File: src/rtl/sat_pkg.sv
package sat_pkg;
  localparam int DATA_W = 32;

  // word indices (byte offset / 4)
  localparam int W_CTRL  = 0;
  localparam int W_LOAD  = 1;
  localparam int W_ALARM = 2;
  localparam int W_MASK  = 8;
  localparam int W_CLR   = 9;
  localparam int W_STAT  = 12;
  localparam int W_TIME  = 13;

  // control bit positions
  localparam int B_ALM = 0;
  localparam int B_OSC = 8;
  localparam int B_RUN = 12;

  function automatic logic [DATA_W-1:0] bin2gray(input logic [DATA_W-1:0] b);
    return b ^ (b >> 1);
  endfunction

  function automatic logic [DATA_W-1:0] gray2bin(input logic [DATA_W-1:0] g);
    logic [DATA_W-1:0] b;
    b[DATA_W-1] = g[DATA_W-1];
    for (int i = DATA_W - 2; i >= 0; i--) b[i] = b[i+1] ^ g[i];
    return b;
  endfunction
endpackage

File: src/rtl/sat_enable_sync.sv
module sat_enable_sync #(
  parameter int DELAY_CYC = 8
) (
  input  logic clk,
  input  logic rst_n,
  input  logic en_req,
  output logic running
);
  localparam int CW = $clog2(DELAY_CYC + 1);
  logic [CW-1:0] cnt;

  always_ff @(posedge clk) begin
    if (!rst_n) begin
      running <= 1'b0;
      cnt     <= '0;
    end else if (!en_req) begin
      running <= 1'b0;
      cnt     <= '0;
    end else if (!running) begin
      if (cnt == CW'(DELAY_CYC - 1)) running <= 1'b1;
      else cnt <= cnt + 1'b1;
    end
  end


  stop_on_clear_chk: assert property (@(posedge clk) disable iff (!rst_n)
    !en_req |=> !running);

  start_needs_req_chk: assert property (@(posedge clk) disable iff (!rst_n)
    $rose(running) |-> $past(en_req));
endmodule

File: src/rtl/sat_time_core.sv
module sat_time_core
  import sat_pkg::*;
(
  input  logic              clk,
  input  logic              rst_n,
  input  logic              run,
  input  logic              tick,
  input  logic              load_stb,
  input  logic [DATA_W-1:0] load_val,
  input  logic [DATA_W-1:0] alarm_val,
  output logic [DATA_W-1:0] count,
  output logic              at_alarm
);
  always_ff @(posedge clk) begin
    if (!rst_n)              count <= '0;
    else if (load_stb)       count <= load_val;
    else if (run && tick)    count <= count + 1'b1;
  end

  assign at_alarm = (count == alarm_val);


  load_lands_chk: assert property (@(posedge clk) disable iff (!rst_n)
    load_stb |=> count == $past(load_val));

  step_one_chk: assert property (@(posedge clk) disable iff (!rst_n)
    (run && tick && !load_stb) |=> count == $past(count) + 1'b1);

  hold_idle_chk: assert property (@(posedge clk) disable iff (!rst_n)
    (!load_stb && !(run && tick)) |=> $stable(count));
endmodule

File: src/rtl/sat_irq_ctrl.sv
module sat_irq_ctrl (
  input  logic clk,
  input  logic rst_n,
  input  logic hit,
  input  logic clr_stb,
  input  logic mask,
  output logic pending,
  output logic irq
);
  logic hit_q;
  logic set_ev;

  assign set_ev = hit && !hit_q;

  always_ff @(posedge clk) begin
    if (!rst_n) begin
      hit_q   <= 1'b0;
      pending <= 1'b0;
    end else begin
      hit_q <= hit;
      if (set_ev)       pending <= 1'b1;
      else if (clr_stb) pending <= 1'b0;
    end
  end

  assign irq = pending && !mask;


  sticky_pending_chk: assert property (@(posedge clk) disable iff (!rst_n)
    (pending && !clr_stb) |=> pending);

  clear_drops_chk: assert property (@(posedge clk) disable iff (!rst_n)
    (clr_stb && !set_ev) |=> !pending);
endmodule

File: src/rtl/sec_alarm_timer.sv
module sec_alarm_timer
  import sat_pkg::*;
#(
  parameter int ADDR_W     = 6,
  parameter bit GRAY_STORE = 1'b1,
  parameter int EN_DELAY   = 8
) (
  input  logic              clk,
  input  logic              rst_n,
  input  logic              tick_1hz,
  input  logic              req_valid,
  output logic              req_ready,
  input  logic              req_write,
  input  logic [ADDR_W-1:0] req_addr,
  input  logic [31:0]       req_wdata,
  output logic              rsp_valid,
  output logic [31:0]       rsp_rdata,
  output logic              alarm_irq,
  output logic              osc_fast_sel
);
  localparam int WA_W = ADDR_W - 2;

  logic [WA_W-1:0]   word;
  logic              wr_acc, rd_acc;
  logic              alm_en, osc_sel, en_req, mask_q;
  logic [DATA_W-1:0] alarm_raw;
  logic [DATA_W-1:0] load_bin, alarm_bin, time_view;
  logic [DATA_W-1:0] count;
  logic              running, at_alarm, pending;
  logic              load_stb, clr_stb;

  assign req_ready = 1'b1;
  assign word      = req_addr[ADDR_W-1:2];
  assign wr_acc    = req_valid && req_write;
  assign rd_acc    = req_valid && !req_write;
  assign load_stb  = wr_acc && (word == WA_W'(W_LOAD));
  assign clr_stb   = wr_acc && (word == WA_W'(W_CLR)) && req_wdata[0];

  generate
    if (GRAY_STORE) begin : g_gray
      assign load_bin  = gray2bin(req_wdata);
      assign alarm_bin = gray2bin(alarm_raw);
      assign time_view = bin2gray(count);
    end else begin : g_bin
      assign load_bin  = req_wdata;
      assign alarm_bin = alarm_raw;
      assign time_view = count;
    end
  endgenerate

  always_ff @(posedge clk) begin
    if (!rst_n) begin
      alm_en    <= 1'b0;
      osc_sel   <= 1'b0;
      en_req    <= 1'b0;
      mask_q    <= 1'b1;
      alarm_raw <= '0;
    end else if (wr_acc) begin
      if (word == WA_W'(W_CTRL)) begin
        alm_en  <= req_wdata[B_ALM];
        osc_sel <= req_wdata[B_OSC];
        en_req  <= req_wdata[B_RUN];
      end
      if (word == WA_W'(W_ALARM)) alarm_raw <= req_wdata;
      if (word == WA_W'(W_MASK))  mask_q    <= req_wdata[0];
    end
  end

  sat_enable_sync #(.DELAY_CYC(EN_DELAY)) u_ensync (
    .clk(clk), .rst_n(rst_n), .en_req(en_req), .running(running)
  );

  sat_time_core u_core (
    .clk(clk), .rst_n(rst_n), .run(running), .tick(tick_1hz),
    .load_stb(load_stb), .load_val(load_bin), .alarm_val(alarm_bin),
    .count(count), .at_alarm(at_alarm)
  );

  sat_irq_ctrl u_irq (
    .clk(clk), .rst_n(rst_n), .hit(alm_en && at_alarm), .clr_stb(clr_stb),
    .mask(mask_q), .pending(pending), .irq(alarm_irq)
  );

  assign osc_fast_sel = osc_sel;

  logic [31:0] rd_mux;
  always_comb begin
    rd_mux = '0;
    case (int'(word))
      W_CTRL: begin
        rd_mux[B_ALM] = alm_en;
        rd_mux[B_OSC] = osc_sel;
        rd_mux[B_RUN] = running;
      end
      W_ALARM: rd_mux = alarm_raw;
      W_MASK:  rd_mux[0] = mask_q;
      W_STAT:  rd_mux[0] = pending;
      W_TIME:  rd_mux = time_view;
      default: rd_mux = '0;
    endcase
  end

  always_ff @(posedge clk) begin
    if (!rst_n) begin
      rsp_valid <= 1'b0;
      rsp_rdata <= '0;
    end else begin
      rsp_valid <= rd_acc;
      if (rd_acc) rsp_rdata <= rd_mux;
    end
  end


  read_resp_chk: assert property (@(posedge clk) disable iff (!rst_n)
    rd_acc |=> rsp_valid);

  no_spurious_resp_chk: assert property (@(posedge clk) disable iff (!rst_n)
    !rd_acc |=> !rsp_valid);

  masked_quiet_chk: assert property (@(posedge clk) disable iff (!rst_n)
    mask_q |-> !alarm_irq);
endmodule

File: config.mk
export PLATFORM = sky130hd
export DESIGN_NAME = sec_alarm_timer
export DESIGN_NICKNAME = d
export VERILOG_FILES = /design/src/rtl/sat_pkg.sv /design/src/rtl/sat_enable_sync.sv /design/src/rtl/sat_time_core.sv /design/src/rtl/sat_irq_ctrl.sv /design/src/rtl/sec_alarm_timer.sv
export SDC_FILE = /design/constraint.sdc
export NUM_CORES = 1
export LEC_CHECK = 0
export CAP_MARGIN = 30
export CORE_ASPECT_RATIO = 0.9
export CORE_MARGIN = 8
export CORE_UTILIZATION = 35
export CTS_CLUSTER_DIAMETER = 120
export DETAILED_ROUTE_END_ITERATION = 7
export DONT_BUFFER_PORTS = 1
export PLACE_DENSITY = 0.52
export SLEW_MARGIN = 25
export SYNTH_ARGS = -nofsm -noshare
export SYNTH_HDL_FRONTEND = slang
export SYNTH_SLANG_ARGS = --single-unit
File: constraint.sdc
create_clock -name clk -period 7 [get_ports clk]
set_input_delay 0.7 -clock clk [delete_from_list [all_inputs] [get_ports clk]]
set_output_delay 0.7 -clock clk [all_outputs]
set_load 0.05 [all_outputs]
# --- Word level (Yosys, flattened, before mapping) ---
# Index checks and enable logic that the tools add are counted.
totals:
  register_bits: 108
  input_bits: 43
  wordCells: 119
op_classes:
  add_sub_neg: 2
  eq_ne: 8
  muxes: 12
  bitwise: 65
  n_reduce_logical: 20
op_table:
  columns: ["operator", "n"]
  rows:
  - ["32-bit 2-to-1 mux", 2]
  - ["1-bit XOR", 62]
  - ["19-bit case mux with 2 select lines", 1]
  - ["32-bit by 1-bit adder with 32-bit output (second input constant)", 1]
  - ["32-bit == test", 1]
  - ["32-bit by 31-bit XOR with 32-bit output", 1]
  - ["4-bit == test (second input constant)", 4]
  - ["7-bit case mux with 2 select lines", 1]
  - ["2-bit AND reduction", 5]
  - ["1-bit logical AND", 9]
  - ["1-bit case mux with 3 select lines", 2]
  - ["3-bit case mux with 2 select lines", 1]
  - ["1-bit case mux with 5 select lines", 1]
  - ["4-bit by 1-bit adder with 4-bit output (second input constant)", 1]
  - ["4-bit by 1-bit == test with 1-bit output (second input constant)", 1]
  - ["4-bit by 2-bit == test with 1-bit output (second input constant)", 1]
  - ["4-bit by 3-bit == test with 1-bit output (second input constant)", 1]
  - ["4-bit zero test", 1]
  - ["1-bit 2-to-1 mux", 4]
  - ["2-bit nonzero test", 2]
  - ["1-bit zero test", 3]
  - ["1-bit inverter", 2]

# --- Depth between registers and ports, before layout ---
# Gate-level depths: netlist of run 1.
logic_depth:
  depth_word: 35
  depth_mapped: 8

# --- Hierarchy ---
# From an unflattened synthesis of run 1, not the netlist that was laid out.
hier_totals:
  hier_cells: 811
  area_unflattened_um2: 6820.3
modules_own_cells:
  columns: ["module", "instances", "cells_each", "area_per_inst_um2", "seq_area_each_um2"]
  rows:
  - ["sec_alarm_timer", 1, 496, 4322.9, 1381.3]
  - ["sat_time_core", 1, 284, 2204.6, 640.6]
  - ["sat_enable_sync", 1, 24, 216.5, 100.1]
  - ["sat_irq_ctrl", 1, 7, 76.3, 40.0]

# --- Least setup slack after synthesis of run 1 ---
# OpenSTA, ideal clock, no wires.
synth_timing:
  kind: "input to register"
  from: "input port req_wdata[31]"
  to: "register u_core.count[3]"
  setup_ps: 116
  arrival_ps: 3069
  required_time_ps: 6884
  setup_slack_ps: 3814
  path_stages: 7
  n_path_buf: 0
  path_cell_list: "xnor3_2 -> xnor3_2 -> xnor3_2 -> xor3_2 -> xor2_2 -> xor2_1 -> o211a_1"
synth_between:
  elab_chain_len: 29
synth_lines:
  columns: ["element", "line", "text"]
  rows:
  - ["start, declared", "sec_alarm_timer.sv:15", "input logic [31:0] req_wdata,"]
  - ["1-bit XOR (28 in series)", "sat_pkg.sv:25", "for (int i = DATA_W - 2; i >= 0; i--) b[i] = b[i+1] ^ g[i];"]
  - ["32-bit 2-to-1 mux", "sat_time_core.sv:16", "else if (load_stb) count <= load_val;"]
  - ["end signal, assigned", "sat_time_core.sv:16", null]
  - ["end signal, assigned", "sat_time_core.sv:17", "else if (run && tick) count <= count + 1'b1;"]
  - ["end, declared", "sat_time_core.sv:11", "output logic [DATA_W-1:0] count,"]
# Every way passes these cells.
# A chain may end at the register's enable or synchronous reset.

# --- Worst setup path after layout of run 1 ---
layout_timing:
  from: "register alarm_raw[31]"
  to: "register u_irq.hit_q"
layout_between:
  elab_chain_len: 33
layout_lines:
  columns: ["element", "line", "text"]
  rows:
  - ["start, declared", "sec_alarm_timer.sv:26", "logic [DATA_W-1:0] alarm_raw;"]
  - ["start signal, assigned", "sec_alarm_timer.sv:64", "if (word == WA_W'(W_ALARM)) alarm_raw <= req_wdata;"]
  - ["1-bit XOR (31 in series)", "sat_pkg.sv:25", null]
  - ["32-bit == test *", "sat_time_core.sv:20", "assign at_alarm = (count == alarm_val);"]
  - ["1-bit logical AND *", "sec_alarm_timer.sv:80", ".clk(clk), .rst_n(rst_n), .hit(alm_en && at_alarm), .clr_stb(clr_stb),"]
  - ["end signal, assigned", "sat_irq_ctrl.sv:20", "hit_q <= hit;"]
  - ["end, declared", "sat_irq_ctrl.sv:10", "logic hit_q;"]
# Every way passes the cells marked *; elsewhere a longest branch is shown, timed or not.

==> results of run 1 <==
==> per-layer routing <==
metal	wire length [um]	up-vias
met3	1226	16
li1	-	2511
met5	0	-
met2	7925	102
met4	282	0
met1	7987	2435
==> how the worst min path moves through the flow <==
stage | from | endpoint | slack, ns | cells past startpoint
floorplan | u_irq.pending | u_irq.pending | 0.46 | 2
global placement | alarm_raw[24] | alarm_raw[24] | 0.47 | 2
detailed placement | alarm_raw[1] | alarm_raw[1] | 0.49 | 2
CTS | rst_n | mask_q | 0.41 | 1
global route | rst_n | mask_q | 0.43 | 1
finish | rst_n | mask_q | 0.43 | 1
==> power groups by stage <==
| stage | clock network (uW) | logic [uW] | registers, uW |
|---|---|---|---|
| 6_report | 520 | 334 | 675 |
| 5_1_grt | 557 | 365 | 678 |
| 4_1_cts | 538 | 337 | 676 |
| 3_5_place_dp | 0 | 333 | 690 |
| 3_3_place_gp | 0 | 330 | 690 |
| 2_1_floorplan | 0 | 287 | 686 |
==> layout make-up <==
class                      instances  area (um2)  share of cell area, %
inverter                           8       30.03                 0.4233
clock inverter                     5       52.55                 0.7407
timing repair buffer               7       60.06                 0.8466
tap                              245       306.5                  4.321
multi-input combinational        573        4244                  59.82
clock buffer                      10       239.0                  3.369
sequential                       108        2162                  30.48
==> cell usage in the layout (no fill, tap or decap), drive strengths merged, types with 11 or more instances in the layout <==
cell,count
mux2i,11
a22oi,30
xnor2,53
a21boi,33
xnor3,13
ha,31
o21ai,15
nor2,18
a21oi,15
xor2,57
nor3,11
nand3,20
nand2,144
o211a,44
dfxtp,108
==> worst max-delay path, delay by kind of cell (launching register included) <==
family / cells / cell delay, ns
DFF: 1 / 0.40
AOI/OAI and AO/OA: 2 / 0.47
and+or+nand+nor: 2 / 0.56
xor gates and xnor gates: 3 / 1.58
==> flip-flops by register name (all words and copies together), names as in the netlist <==
signal / count
u_core.count: 32
osc_fast_sel: 1
u_irq.pending: 1
rsp_rdata: 32
u_ensync.cnt: 4
alarm_raw: 32
en_req: 1
u_ensync.running: 1
mask_q: 1
rsp_valid: 1
u_irq.hit_q: 1
alm_en: 1
==> cell usage after synthesis (all sizes together) (3+ instances only) <==
cell / count / area share, %
xor3: 5 / 1.8
nand3: 20 / 1.5
xnor3: 13 / 4.6
inv: 8 / 0.46
nand2b: 4 / 0.38
o22ai: 3 / 0.29
dfxtp: 108 / 33
buf: 3 / 0.23
nor3: 11 / 0.84
nand2: 144 / 8.2
a22oi: 30 / 3.4
and2: 7 / 0.67
a21boi: 33 / 3.8
o211a: 44 / 6.7
a21oi: 15 / 1.1
xnor2: 53 / 7.1
nand4: 10 / 0.95
ha: 31 / 5.9
nor2: 18 / 1.0
clkbuf: 39 / 2.2
o21ai: 15 / 1.1
and3: 10 / 0.95
or3: 5 / 0.48
xor2: 57 / 7.9
mux2i: 11 / 1.7
nor2b: 8 / 0.76
==> stage by stage <==
stage | area [um2] | util [%] | setup WS (ns) | cells | power [uW]
after floorplan | 6584 | - | 3.814 | 731 | 972.9
after global placement | 6788 | 36.88 | 3.559 | 940 | 1020
after detailed placement | 6788 | 36.88 | 3.557 | 940 | 1023
after CTS | 7079 | 38.46 | 3.876 | 955 | 1551
after global routing | 7094 | 38.54 | 3.743 | 956 | 1599
final | 7094 | 38.54 | 3.903 | 956 | 1529
==> logic make-up (layout without fill, tap and decap cells) <==
| family | count (synthesis) | count (layout) |
|---|---|---|
| muxes | 11 | 11 |
| other | 1 | 1 |
| adders and majority gates | 31 | 31 |
| DFF | 108 | 108 |
| buffers and inverters | 50 | 30 |
| xor gates and xnor gates | 128 | 128 |
| and+or+nand+nor | 250 | 250 |
| AOI/OAI and AO/OA | 152 | 152 |
==> metrics.cfg, run 1 <==
[worst_setup_path]
path_max_fanout=6
rrSetupSlack_ns=3.90
worstPathArrival_ns=3.38
r2r-start=alarm_raw[31]
critPathMaxStageDelay_ns=0.64
cpMostUsedCell=xnor3_1
r2r_cells=7
critPathLaunchType=flop
path_class=flop to flop
cp-end-kind=flop
slowest_stage=xnor3_1
crit_end=u_irq.hit_q
crit_required_ns=7.28
worstPathCellList=xnor3_1, xnor3_1, xor3_1, or3_1, a211oi_1, o2111ai_1, nor3_1
r2r_end=u_irq.hit_q
cp-startpoint=alarm_raw[31]

[drt]
wire_per_inst_um=18.22
ant_nets=0
viasPerCell=5.297
route.detailed.drc=0
via_count=5064
first_iter_violations=335
drt-pass1-iter-count=4
wl_um=17420

[timing]
slew_headroom_pct=36.35
hold_viol=0
final-setup-viol-count=0
skew_ns=0.008327
fin_crit_ns=3.097
rsz0062_at_grt=no
tightest_slew_ns=0.9528
layout_worst_path_cycle_share_pct=44.25
final.setup.tns_ns=0
maxSlewViolCount=0
worst_hold_slack_ns=0.4305
fmax_mhz=322.9

[global_route]
globalRouteMet3Util_pct=4.553
grt_pass1_wl_um=27910
grt_pass1_vias=5005
grt_usage_pct=14.75
grt_busiest_layer=met2
use_met2_pct=23.74
grt_max_degree=105
grt.overflow.total=0
antenna_found_initial=0
grt.met1_usage_pct=18.69

[yosys]
yosysSeqAreaShare_pct=32.84
muxShareOfSynthArea_pct=1.672
yosysWarnings=0
synthArstFlopShare_pct=0
synthCells=731
syn_nets=805
ys_ff_latch=108
synth-simple-area-share_pct=17.35
synth_xor_xnor_area_share_pct=21.36
synth_top_family_by_area=XOR/XNOR gates
synth_edf_count=0
synth_compound_area_share_pct=17.92
syn_avg_cell_area_um2=9.007
synth_adder_area_share_pct=5.891
synth_area_mm2=0.006584
yosysUniqueCellTypes=50
ys.flop_type=dfxtp_1

[floorplan]
die_w_um=160.6
die_h_um=146.1
num_io_pins=79
rows=47
start_util_pct=35.77
coreArea_mm2=0.01841
dieArea_mm2=0.02346

[clocking]
clock_latency_ns=0.35
numCtsBuffers=9
cts-root-buf=clkbuf_16
ctsLongestPathBuffers=2
tritoncts=yes
h-tree-depth=3
clkTransAtPathRegs_ns=0.07
post_cts_buffers=0
hold_buffers=0
cts_resized=0
cts_sinks=108

[cells_and_area]
fill_cells=1823
antenna_cells=0
nets=781
layout-drive-gt1-share_pct=4.782
syn2layout_area_growth_pct=7.754

[min_path]
min_path_type=input pin to flop

[power]
p_int_uw=1075
powerDensity_mw_per_mm2=215.6
ir_worst_vdd_v=0.00009933
power.switching_uw=454.0
switching_share_pct=29.69
pwr-share-seq_pct=44.2
leakage_uw=0.003313
p_clk_share_pct=34.0
pwr-share-comb_pct=21.8

[placed_design]
port_buffers=0
routabilityCongestion=0.7788
hpwl_um=12060

[outcome]
status=completed

[job]
maxCapViolations=0

Power figures use the tool's default switching activity.
==> inputs of run 2 (changes only) <==
==> constraint.sdc (replaced) <==
create_clock -name clk -period 3.2 [get_ports clk]
set_input_delay 0.32 -clock clk [delete_from_list [all_inputs] [get_ports clk]]
set_output_delay 0.32 -clock clk [all_outputs]
set_load 0.05 [all_outputs]
==> run 2 against run 1 <==
Register-to-register slack worse by 3.6 ns; critical path depth is the same; cell area is 1.5% higher; setup slack got worse by 3.6 ns; maximum frequency grew 7.0%; routed wire length is 1.3% higher; global-route usage increased by 0.54 points; die area is the same; flip-flop and latch count unchanged; count of clock-buffer cells in the layout unchanged; first-iteration DRC count up 2.4%; clock skew about the same.
==> metrics.cfg, run 2 (same netlist as run 1, synthesis figures left out) <==
[floorplan]
rows=47  ; unchanged
dieArea_mm2=0.02346  ; unchanged
die_h_um=146.1  ; unchanged
die_w_um=160.6  ; unchanged
num_io_pins=79  ; unchanged
coreArea_mm2=0.01841  ; unchanged
start_util_pct=35.77  ; unchanged

[cells_and_area]
utilization_pct=39.12  ; was 38.54%
stdcell_count=967  ; was 956
layout_commonest_cell=nand2_1  ; unchanged
fill_cells=1839  ; was 1,823
final_cell_mix=nand2_1 (144), dfxtp_1 (108), xor2_1 (54), xnor2_1 (53), o211a_1 (44)  ; unchanged
layout-drive-gt1-share_pct=6.233  ; was 4.782%
syn2layout_area_growth_pct=9.369  ; was 7.754%
final_area_mm2=0.007201  ; was 0.007094 mm2
antenna_cells=0  ; unchanged
reg.largest.list=alarm_raw (32), rsp_rdata (32), u_core.count (32)  ; unchanged
nets=791  ; was 781

[drt]
wl_um=17660  ; was 17,420 um
viasPerCell=5.256  ; was 5.297
first_iter_violations=343  ; was 335
ant_nets=0  ; unchanged
route.detailed.drc=0  ; unchanged
drt-pass1-iter-count=5  ; was 4
via_count=5083  ; was 5,064
wire_per_inst_um=18.26  ; was 18.22 um

[placed_design]
hpwl_um=12780  ; was 12,060 um
dp_cells=950  ; was 940
routabilityCongestion=0.7947  ; was 0.7788
placed_area_mm2=0.006863  ; was 0.006788 mm2
port_buffers=0  ; unchanged

[worst_setup_path]
path_class=flop to flop  ; unchanged
worstPathCellList=xnor3_1, xnor3_1, xor3_1, or3_1, a211oi_1, o2111ai_1, o21ai_0  ; was xnor3_1, xnor3_1, xor3_1, or3_1, a211oi_1, o2111ai_1, nor3_1
cp-end-kind=flop  ; unchanged
cpMostUsedCell=xnor3_1  ; unchanged
path_max_fanout=5  ; was 6
critPathMaxStageDelay_ns=0.53  ; was 0.64 ns
r2r-start=alarm_raw[31]  ; unchanged
rrSetupSlack_ns=0.30  ; was 3.90 ns
worstPathArrival_ns=3.18  ; was 3.38 ns
crit_required_ns=3.49  ; was 7.28 ns
slowest_stage=xnor3_1  ; unchanged
crit_buf_inv=0  ; unchanged
critical_path.top_delay_family=XOR/XNOR gates  ; unchanged
r2r_end=u_irq.pending  ; was u_irq.hit_q
critPathLaunchType=flop  ; unchanged
r2r_cells=7  ; unchanged

[timing]
slew_headroom_pct=36.13  ; was 36.35%
tightest_slew_ns=0.9560  ; was 0.9528 ns
fmax_mhz=345.4  ; was 322.9 MHz
hold_viol=0  ; unchanged
final-setup-viol-count=0  ; unchanged
rsz0062_at_grt=no  ; unchanged
final.setup.tns_ns=0  ; unchanged
layout_worst_path_cycle_share_pct=90.48  ; was 44.25%
maxSlewViolCount=0  ; unchanged
skew_ns=0.008763  ; was 0.008327 ns
fin_crit_ns=2.895  ; was 3.097 ns

[min_path]
min_from=rst_n  ; unchanged
whs_path_depth=1  ; unchanged
min_path_type=input pin to flop  ; unchanged
hold_end=mask_q  ; unchanged

[global_route]
grt_pass1_vias=5165  ; was 5,005
antenna_found_initial=0  ; unchanged
grt_pass1_wl_um=28990  ; was 27,910 um
grt_max_degree=105  ; unchanged
grt.overflow.total=0  ; unchanged
grt_usage_pct=15.29  ; was 14.75%

[outcome]
status=completed  ; unchanged

[clocking]
post_cts_buffers=0  ; unchanged
clock_latency_ns=0.36  ; was 0.35 ns
numCtsBuffers=9  ; unchanged
ctsLongestPathBuffers=2  ; unchanged
cts_sinks=108  ; unchanged
tritoncts=yes  ; unchanged
clkTransAtPathRegs_ns=0.08  ; was 0.07 ns
cts-root-buf=clkbuf_16  ; unchanged
hold_buffers=0  ; unchanged
h-tree-depth=3  ; unchanged
cts_resized=0  ; unchanged

[power]
power_uw=3452  ; was 1529 uW
ir_worst_vdd_v=0.0002594  ; was 0.00009933 V
powerDensity_mw_per_mm2=479.4  ; was 215.6 mW/mm2
leakage_uw=0.003379  ; was 0.003313 uW

[job]
maxCapViolations=0  ; unchanged

-- run 2: changes by cell type in the layout (fill, tap and decap cells not counted) --
cell	previous run	this run
bufinv_16	1	2
buf_8	1	0
clkinvlp_4	1	0
clkinv_4	0	2
buf_6	0	1
clkinv_2	3	2
buf_4	6	16
-- run 2: report_power, final --
part	switching, uW	total [uW]	internal [uW]
Combinational	360	728	368
Sequential	104	1480	1370
Clock	538	1250	708
Total	1000	3450	2450
-- run 2: layout make-up --
| type | count | area [um2] | share of cell area [%] |
|---|---|---|---|
| clock buffer | 10 | 239.0 | 3.319 |
| clock inverter | 6 | 87.58 | 1.216 |
| inverter | 8 | 30.03 | 0.4170 |
| multi-input combinational | 573 | 4244 | 58.94 |
| sequential | 108 | 2162 | 30.03 |
| tap | 245 | 306.5 | 4.257 |
| timing repair buffer | 17 | 131.4 | 1.824 |
-- run 2: how the worst max path moves through the flow --
stage | startpoint | end | slack, ns | cells past startpoint
floorplan | req_wdata[31] | u_core.count[3] | 0.39 | 7
finish | alarm_raw[31] | u_irq.pending | 0.30 | 7
CTS | alarm_raw[31] | u_irq.pending | 0.28 | 7
global placement | req_wdata[31] | u_core.count[3] | 0.30 | 7
global route | alarm_raw[31] | u_irq.pending | 0.09 | 7
detailed placement | req_wdata[31] | u_core.count[3] | 0.29 | 7
-- run 2: worst reg2reg max path: cells and delay by family (launching register included) --
family	cells	cell delay, ns
AOI/OAI and AO/OA	3	0.65
DFF	1	0.40
xor gates and xnor gates	3	1.42
and+or+nand+nor	1	0.35
-- run 2: per-layer routing --
metal	global-route usage, %	share of wire (%)	up-vias
li1	-	-	2531
met1	19.32	46	2415
met2	23.92	44	116
met3	5.087	7.3	21
met4	5.322	2.1	0
met5	0	0	-
-- run 2: through the flow --
stage,setup WS (ns),hold WS [ns]
finish,0.3046,0.06625
global route,0.08646,0.02842
CTS,0.2828,0.03809
detailed placement,0.2883,0.4077
global placement,0.2968,0.4084
floorplan,0.3945,0.4567
